File: src/rtl/dma_chan_pkg.sv
package dma_chan_pkg;
  typedef enum logic [1:0] {ST_IDLE, ST_READ, ST_WRITE} seq_state_t;

  localparam logic [1:0] RA_SRC = 2'd0;
  localparam logic [1:0] RA_DST = 2'd1;
  localparam logic [1:0] RA_CNT = 2'd2;
  localparam logic [1:0] RA_CTL = 2'd3;

  localparam int CB_EN   = 0;
  localparam int CB_HALF = 1;
  localparam int CB_SINC = 2;
  localparam int CB_DINC = 3;
  localparam int CB_RING = 4;
  localparam int CB_MASK = 5;
  localparam int CB_FLAG = 6;
  localparam int CTL_W   = 7;

  // bytes moved by one transfer
  function automatic int unsigned step_bytes(input logic half);
    return half ? 2 : 1;
  endfunction
endpackage

File: src/rtl/dma_addr_reg.sv
module dma_addr_reg #(
  parameter int AW = 16
) (
  input  logic          clk,
  input  logic          rst_n,
  input  logic          sw_we,
  input  logic [AW-1:0] sw_data,
  input  logic          adv,
  input  logic          inc,
  input  logic          half,
  output logic [AW-1:0] q
);
  import dma_chan_pkg::*;

  function automatic logic [AW-1:0] next_addr(input logic [AW-1:0] a, input logic h);
    return a + AW'(step_bytes(h));
  endfunction

  always_ff @(posedge clk or negedge rst_n) begin
    if (!rst_n)          q <= '0;
    else if (adv && inc) q <= next_addr(q, half);
    else if (sw_we)      q <= sw_data;
  end
endmodule

File: src/rtl/dma_xfer_cnt.sv
module dma_xfer_cnt #(
  parameter int CW = 8
) (
  input  logic          clk,
  input  logic          rst_n,
  input  logic          sw_we,
  input  logic [CW-1:0] sw_data,
  input  logic          dec,
  output logic [CW-1:0] q,
  output logic          at_zero
);
  assign at_zero = (q == '0);

  always_ff @(posedge clk or negedge rst_n) begin
    if (!rst_n)     q <= '0;
    else if (dec)   q <= q - 1'b1;
    else if (sw_we) q <= sw_data;
  end
endmodule

File: src/rtl/dma_seq_fsm.sv
module dma_seq_fsm #(
  parameter int DW = 16
) (
  input  logic              clk,
  input  logic              rst_n,
  input  logic              start,
  input  logic              bus_rdy,
  input  logic [DW-1:0]     bus_rdata,
  output dma_chan_pkg::seq_state_t state,
  output logic              rd_acc,
  output logic              wr_acc,
  output logic [DW-1:0]     data_q
);
  import dma_chan_pkg::*;

  seq_state_t nxt;

  assign rd_acc = (state == ST_READ)  && bus_rdy;
  assign wr_acc = (state == ST_WRITE) && bus_rdy;

  always_comb begin
    nxt = state;
    unique case (state)
      ST_IDLE:  if (start)  nxt = ST_READ;
      ST_READ:  if (rd_acc) nxt = ST_WRITE;
      ST_WRITE: if (wr_acc) nxt = ST_IDLE;
      default:              nxt = ST_IDLE;
    endcase
  end

  always_ff @(posedge clk or negedge rst_n) begin
    if (!rst_n) begin
      state  <= ST_IDLE;
      data_q <= '0;
    end else begin
      state <= nxt;
      if (rd_acc) data_q <= bus_rdata;
    end
  end
endmodule

File: src/rtl/dma_chan_seq.sv
module dma_chan_seq #(
  parameter int AW = 16,
  parameter int DW = 16,
  parameter int CW = 8
) (
  input  logic          clk,
  input  logic          rst_n,
  input  logic          reg_we,
  input  logic [1:0]    reg_addr,
  input  logic [DW-1:0] reg_wdata,
  output logic [DW-1:0] reg_rdata,
  input  logic          xfer_req,
  output logic          bus_req,
  output logic          bus_we,
  output logic          bus_half,
  output logic [AW-1:0] bus_addr,
  output logic [DW-1:0] bus_wdata,
  input  logic [DW-1:0] bus_rdata,
  input  logic          bus_rdy,
  output logic          irq
);
  import dma_chan_pkg::*;

  localparam int CTL_PAD = DW - CTL_W;

  logic          src_we, dst_we, cnt_we, ctl_we;
  logic [AW-1:0] src_q, dst_q, sw_addr;
  logic [CW-1:0] cnt_q;
  logic          cnt_zero;
  logic          en_q, half_q, sinc_q, dinc_q, ring_q, mask_q, flag_q;
  seq_state_t    state;
  logic          rd_acc, wr_acc, start, done_evt;
  logic [DW-1:0] data_q;
  logic [CTL_W-1:0] ctl_view;

  assign src_we  = reg_we && (reg_addr == RA_SRC);
  assign dst_we  = reg_we && (reg_addr == RA_DST);
  assign cnt_we  = reg_we && (reg_addr == RA_CNT);
  assign ctl_we  = reg_we && (reg_addr == RA_CTL);
  assign sw_addr = AW'(reg_wdata);

  // named internal events
  assign start    = xfer_req && en_q && (state == ST_IDLE);
  assign done_evt = wr_acc && cnt_zero && !ring_q;

  dma_addr_reg #(.AW(AW)) u_src (
    .clk(clk), .rst_n(rst_n), .sw_we(src_we), .sw_data(sw_addr),
    .adv(wr_acc), .inc(sinc_q), .half(half_q), .q(src_q)
  );

  dma_addr_reg #(.AW(AW)) u_dst (
    .clk(clk), .rst_n(rst_n), .sw_we(dst_we), .sw_data(sw_addr),
    .adv(wr_acc), .inc(dinc_q), .half(half_q), .q(dst_q)
  );

  dma_xfer_cnt #(.CW(CW)) u_cnt (
    .clk(clk), .rst_n(rst_n), .sw_we(cnt_we), .sw_data(CW'(reg_wdata)),
    .dec(wr_acc), .q(cnt_q), .at_zero(cnt_zero)
  );

  dma_seq_fsm #(.DW(DW)) u_fsm (
    .clk(clk), .rst_n(rst_n), .start(start), .bus_rdy(bus_rdy),
    .bus_rdata(bus_rdata), .state(state), .rd_acc(rd_acc),
    .wr_acc(wr_acc), .data_q(data_q)
  );

  always_ff @(posedge clk or negedge rst_n) begin
    if (!rst_n) begin
      en_q   <= 1'b0;
      half_q <= 1'b0;
      sinc_q <= 1'b0;
      dinc_q <= 1'b0;
      ring_q <= 1'b0;
      mask_q <= 1'b0;
      flag_q <= 1'b0;
    end else begin
      if (ctl_we) begin
        half_q <= reg_wdata[CB_HALF];
        sinc_q <= reg_wdata[CB_SINC];
        dinc_q <= reg_wdata[CB_DINC];
        ring_q <= reg_wdata[CB_RING];
        mask_q <= reg_wdata[CB_MASK];
      end
      if (done_evt)    en_q <= 1'b0;
      else if (ctl_we) en_q <= reg_wdata[CB_EN];
      if (done_evt)                           flag_q <= 1'b1;
      else if (ctl_we && reg_wdata[CB_FLAG])  flag_q <= 1'b0;
    end
  end

  assign ctl_view = {flag_q, mask_q, ring_q, dinc_q, sinc_q, half_q, en_q};

  always_comb begin
    unique case (reg_addr)
      RA_SRC:  reg_rdata = DW'(src_q);
      RA_DST:  reg_rdata = DW'(dst_q);
      RA_CNT:  reg_rdata = DW'(cnt_q);
      default: reg_rdata = {{CTL_PAD{1'b0}}, ctl_view};
    endcase
  end

  assign bus_req   = (state != ST_IDLE);
  assign bus_we    = (state == ST_WRITE);
  assign bus_half  = half_q;
  assign bus_addr  = (state == ST_WRITE) ? dst_q : src_q;
  assign bus_wdata = data_q;
  assign irq       = flag_q && !mask_q;
endmodule

File: config.mk
export PLATFORM = sky130hd
export DESIGN_NAME = dma_chan_seq
export DESIGN_NICKNAME = d
export VERILOG_FILES = /design/src/rtl/dma_chan_pkg.sv /design/src/rtl/dma_addr_reg.sv /design/src/rtl/dma_xfer_cnt.sv /design/src/rtl/dma_seq_fsm.sv /design/src/rtl/dma_chan_seq.sv
export SDC_FILE = /design/constraint.sdc
export NUM_CORES = 1
export LEC_CHECK = 0
export CAP_MARGIN = 20
export CORE_UTILIZATION = 46
export CTS_CLUSTER_DIAMETER = 100
export DETAILED_ROUTE_END_ITERATION = 7
export GPL_ROUTABILITY_DRIVEN = 0
export PLACE_DENSITY = 0.82
export SYNTH_ARGS = -nofsm -noshare
export SYNTH_HDL_FRONTEND = slang
export SYNTH_SLANG_ARGS = --single-unit
File: constraint.sdc
create_clock -name clk -period 2.1 [get_ports clk]
set_input_delay 0.63 -clock clk [delete_from_list [all_inputs] [get_ports clk]]
set_output_delay 0.63 -clock clk [all_outputs]
set_load 0.01 [all_outputs]
---- Word level (Yosys, flattened, before mapping) ----
Index checks and enable logic that the tools add are counted.
word-level totals
  output and inout bits ................... 52
  logic and storage cells ................. 66
  register bits after elaboration ......... 65
  memories kept ........................... 0
  bits of input ports ..................... 39
  ROM bits ................................ 0
  latch bits .............................. 0
  memory bits (writable) .................. 0
cells by class
  add/subtract/negate cells ............... 3
  multiplexer cells ....................... 17
  reductions and logical operators ........ 26
  bitwise logic cells ..................... 0
  multiply operators ...................... 0
  magnitude comparators ................... 0
  divide/modulo/power cells ............... 0
  shift operators ......................... 0
  equality and inequality tests ........... 8
operators by type and width
  operator               number
  $mux W16               5
  $pmux W16 S3           1
  $add A16 B16 Y16       2
  $mux W8                2
  $logic_and A1 B1 Y1    14
  $reduce_bool A2 Y1     6
  $logic_not A8 Y1       1
  $mux W2                4
  $sub A8 B1 Y8 const B  1
  $eq A2 B2 Y1 const B   3
  $pmux W2 S3            1
  $eq A2 B1 Y1 const B   2
  $logic_not A2 Y1       2
  $mux W1                4
  $ne A2 B2 Y1 const B   2
  $reduce_and A3 Y1      1
  $logic_not A1 Y1       2
  $ne A2 B1 Y1 const B   1

---- Logic depth before layout (Yosys ltp) ----
  depth after elaboration ................. 5
  depth in mapped cells ................... 9

---- Modules after synthesis ----
Synthesis repeated with hierarchy kept, for this count alone.
unflattened totals
  cells, all modules ...................... 391
  area, all modules ....................... 4134.0 um^2
by module, submodules not included
  module                area each (um^2)  times used  seq. area each (um^2)  cells each
  dma_addr_reg (u_dst)  992.2             1           400.4                  102
  dma_addr_reg (u_src)  991.0             1           400.4                  107
  dma_chan_seq          899.6             1           175.2                  79
  dma_seq_fsm           732.0             1           450.4                  44
  dma_xfer_cnt          519.2             1           200.2                  59

---- Worst setup path after synthesis ----
OpenSTA, ideal clock, no wires.
  path kind ............................... reg2reg
  start point ............................. reg half_q, in the netlist bus_half
  end point ............................... reg u_dst.q[14]
  slack ................................... -0.049 ns
  buffers on the path ..................... 1
  data arrival time ....................... 2.050 ns
  stages on the path, launching flop included .. 10
  setup time .............................. 0.099 ns
  cells stage by stage .................... dfrtp_1 inv_1 ha_1 inv_1 fa_1 nor2b_1 and3_1 buf_2 a211oi_1 a311oi_1
between the ends
  cells in the longest elaborated chain, start to end .. 3
ends and longest elaborated chain
  item                    RTL line            source
  from (decl)             dma_chan_seq.sv:30  logic en_q, half_q, sinc_q, dinc_q, ring_q, mask_q, flag_q;
  from (signal assigned)  dma_chan_seq.sv:78  half_q <= reg_wdata[CB_HALF];
  $mux W2                 dma_chan_pkg.sv:20  return half ? 2 : 1;
  $add A16 B16 Y16        dma_addr_reg.sv:16  return a + AW'(step_bytes(h));
  $mux W16                dma_addr_reg.sv:21  else if (adv && inc) q <= next_addr(q, half);
  to (signal assigned)    dma_addr_reg.sv:21
  to (signal assigned)    dma_addr_reg.sv:22  else if (sw_we) q <= sw_data;
  to (decl)               dma_addr_reg.sv:11  output logic [AW-1:0] q
No other way between the ends.
A chain may end at the register's enable or synchronous reset.

---- Worst setup path in the final report ----
  start point ............................. reg u_fsm.state[1]
  end point ............................... out bus_addr[4]
between the ends
  cells in the longest elaborated chain, start to end .. 2
ends and longest elaborated chain
  item                    RTL line             source
  from (decl)             dma_seq_fsm.sv:9     output dma_chan_pkg::seq_state_t state,
  from (signal assigned)  dma_seq_fsm.sv:36    state <= nxt;
  $eq A2 B2 Y1            dma_chan_seq.sv:105  assign bus_addr = (state == ST_WRITE) ? dst_q : src_q;
  $mux W16                dma_chan_seq.sv:105
  to (decl)               dma_chan_seq.sv:16   output logic [AW-1:0] bus_addr,
No other way between the ends.

==> impl_metrics.csv <==
group,metric,value,unit
sta,fin_crit,2.20,ns
synthesis,async_flop_share,100,%
power,report.power.total,6.39,mW
cells_and_area,layout_common_cells,"buf_4, dfrtp_1, clkdlybuf4s50_1",
power,intPower,4.02,mW
cells_and_area,syn_to_final_growth,45.3,%
synthesis,syn_inst,403,
sta,fin_ws,-0.102,ns
outcome,violations,"negative setup slack",
die,start_util,48.3,%
die,placeableCoreArea,0.00838,mm²
cts,clk_path_buf_depth,2,
outcome,status,"finished with violations",
synthesis,synth_area,0.00405,mm²
synthesis,ys_ff_latch,65,
power,p_comb_share,48.4,%
cts,root_buffer,"clkbuf_8",
sta,fin_setup_tns,-0.273,ns
sta,period_share,105,%
cells_and_area,fin_cells,669,
worst_setup_path,critPathLaunchType,"flop",
drt,drt_iter0_drc,535,
worst_setup_path,worstPathArrival,1.57,ns
min_path,hp-class,"in -> async",
placement,dp_slack,-0.839,ns
sta,rsz0062_at_grt,"true",
worst_setup_path,crit_family,"flip-flops",
synthesis,synth_ff_type,"dfrtp_1",
cts,cts.sinks,65,
worst_setup_path,crit_required,1.47,ns
job,cap_violations,0,
die,fp.dieW,95.8,µm
die,die-area,0.00918,mm²
cts,cts_tree,"yes",
cells_and_area,finish.instance_area,0.00588,mm²
worst_setup_path,cpPeakStageDelay,0.41,ns
worst_setup_path,cp-end-kind,"primary output",
cts,clk_pin_slew,0.08,ns
sta,fmax,0.454,GHz
synthesis,synth_edf_count,0,
drt,avgRoutedWirePerCell,20.4,µm
sta,finalSetupViolCount,5,
placement,placed_area,0.00553,mm²
power,power.density,1090,mW/mm²
sta,finalClockSkew,0.00607,ns
drt,drt_pass1_iterations,6,
sta,hold_viol,0,
power,switchingPower,2.37,mW
cells_and_area,drive_gt1_share,35.3,%
die,fp.dieH,95.8,µm
synthesis,synthTopCellsByArea,"dfrtp_1, mux2_2, nor2_1, mux4_2, mux2i_1",
global_routing,grt_pass1_wl,21.2,mm
worst_setup_path,path_class,"reg -> out",
drt,drtAntennaViolNets,0,
power,sequentialPowerShare,32.9,%
global_routing,grt_max_degree,66,
power,pwr-share-clk,18.8,%
global_routing,antenna_found_initial,0,
global_routing,overflow,0,
die,pin_count,91,
placement,dp_cells,643,
cells_and_area,n_antenna_cell,0,
drt,vias,4204,
sta,worst_pin_slew,0.509,ns
synthesis,ys.warnings.count,0,
placement,port_buffers,90,
worst_setup_path,reg2reg_slack,0.04,ns
cells_and_area,final_common_cell,"buf_4",
placement,hpwl,9.71,mm
power,leakagePower,2.64,nW
synthesis,synth_area_leader_cell,"dfrtp_1",
synthesis,syn_avg_cell_area,10.0,µm²
sta,holdWs,0.286,ns
drt,vias_per_cell,6.28,
synthesis,synth_cell_types,62,
global_routing,track_usage,30.7,%
cts,worstSkewPairLatency,0.34,ns
sta,maxSlewHeadroom,66.0,%
worst_setup_path,crit_buf_inv,3,
power,ir_worst_vdd,0.000728,V
synthesis,yosysSeqAreaShare,40.2,%
die,rows,33,
drt,drc,0,
worst_setup_path,crit_top_cell,"buf_6",
cts,h-tree-depth,3,
cells_and_area,num-nets-final,606,
power,swShare,37.1,%
cts,cts_buffers,9,
sta,report.final.slew_viol_count,0,
drt,wirelength,13.6,mm
synthesis,synth_nets,450,
worst_setup_path,worst-path-max-fanout,6,
cells_and_area,post-route-util,70.2,%
cts,postCtsHoldBufs,0,
worst_setup_path,slowest_stage,"dfrtp_1",
worst_setup_path,path_cells,"nand2b_4 > buf_6 > buf_4 > mux2_2 > buf_6",
synthesis,netlist.area_leader.share,40.2,%
global_routing,grt_pass1_vias,4184,
cell families after synthesis:
family	after synthesis	synth area share, %
buf+inv	37	4.54
simple gates	146	19.4
flops	65	40.2
fa+ha+maj	8	2.84
mux	55	16.9
compound gates	92	16.1
worst paths after layout:
check / startpoint / depth (start not counted) / end
min in group clk: u_fsm.data_q[15] / 1 / u_fsm.data_q[15]
max in group asynchronous: rst_n / 2 / u_dst.q[4]
worst max register to register: bus_half / 9 / u_src.q[10]
worst min register to register: u_fsm.data_q[15] / 1 / u_fsm.data_q[15]
worst min-delay path: rst_n / 2 / u_src.q[10]
worst max-delay path: u_fsm.state[1] / 5 / bus_addr[4]
routing by layer:
layer / GRT usage, % / vias up / wire [µm]
li1: - / 1839 / -
met1: 38.6 / 2018 / 5280
met2: 49.6 / 290 / 6420
met3: 6.95 / 57 / 1340
met4: 15.5 / 0 / 596
met5: 0 / - / 0
registers in the layout, indices dropped and copies added, names as in the netlist:
| name | count |
|---|---|
| flag_q | 1 |
| u_fsm.state | 2 |
| u_dst.q | 16 |
| en_q | 1 |
| u_src.q | 16 |
| u_cnt.q | 8 |
| ring_q | 1 |
| dinc_q | 1 |
| u_fsm.data_q | 16 |
| mask_q | 1 |
| sinc_q | 1 |
| bus_half | 1 |
what timing repair did:
action | 4_1_cts | 5_1_grt
buffers inserted | 6 | 3
cloned | 0 | 2
setup endpoints to repair | 43 | 39
gates resized for setup | 127 | 43
pin swaps | 0 | 3
power by group through the flow:
| stage | logic [mW] | registers [mW] | clock network (mW) |
|---|---|---|---|
| 2_1_floorplan | 1.39 | 2.08 | 0 |
| 3_3_place_gp | 2.87 | 2.05 | 0 |
| 3_5_place_dp | 2.98 | 2.09 | 0 |
| 4_1_cts | 2.94 | 2.07 | 1.21 |
| 5_1_grt | 3.33 | 2.14 | 1.27 |
| 6_report | 3.09 | 2.10 | 1.20 |
final cells by class:
class                      instances  area (µm²)
fill                             589        2500
multi-input combinational        301        2330
sequential                        65        1630
timing repair buffer             167        1520
tap                              105         131
clock buffer                       9         124
clock inverter                     7        95.1
inverter                          15        56.3
cell usage after synthesis, types with 7 or more instances:
cell type / instances
inv_1: 15
mux2_2: 35
a311oi_1: 10
nand3b_1: 7
o21ai_0: 20
nand2_1: 32
mux2i_1: 13
nand3_1: 8
dfrtp_1: 65
and3_1: 7
nor2_1: 45
buf_2: 10
nor3_1: 8
a21oi_1: 19
(Power assumes the default switching activity.)
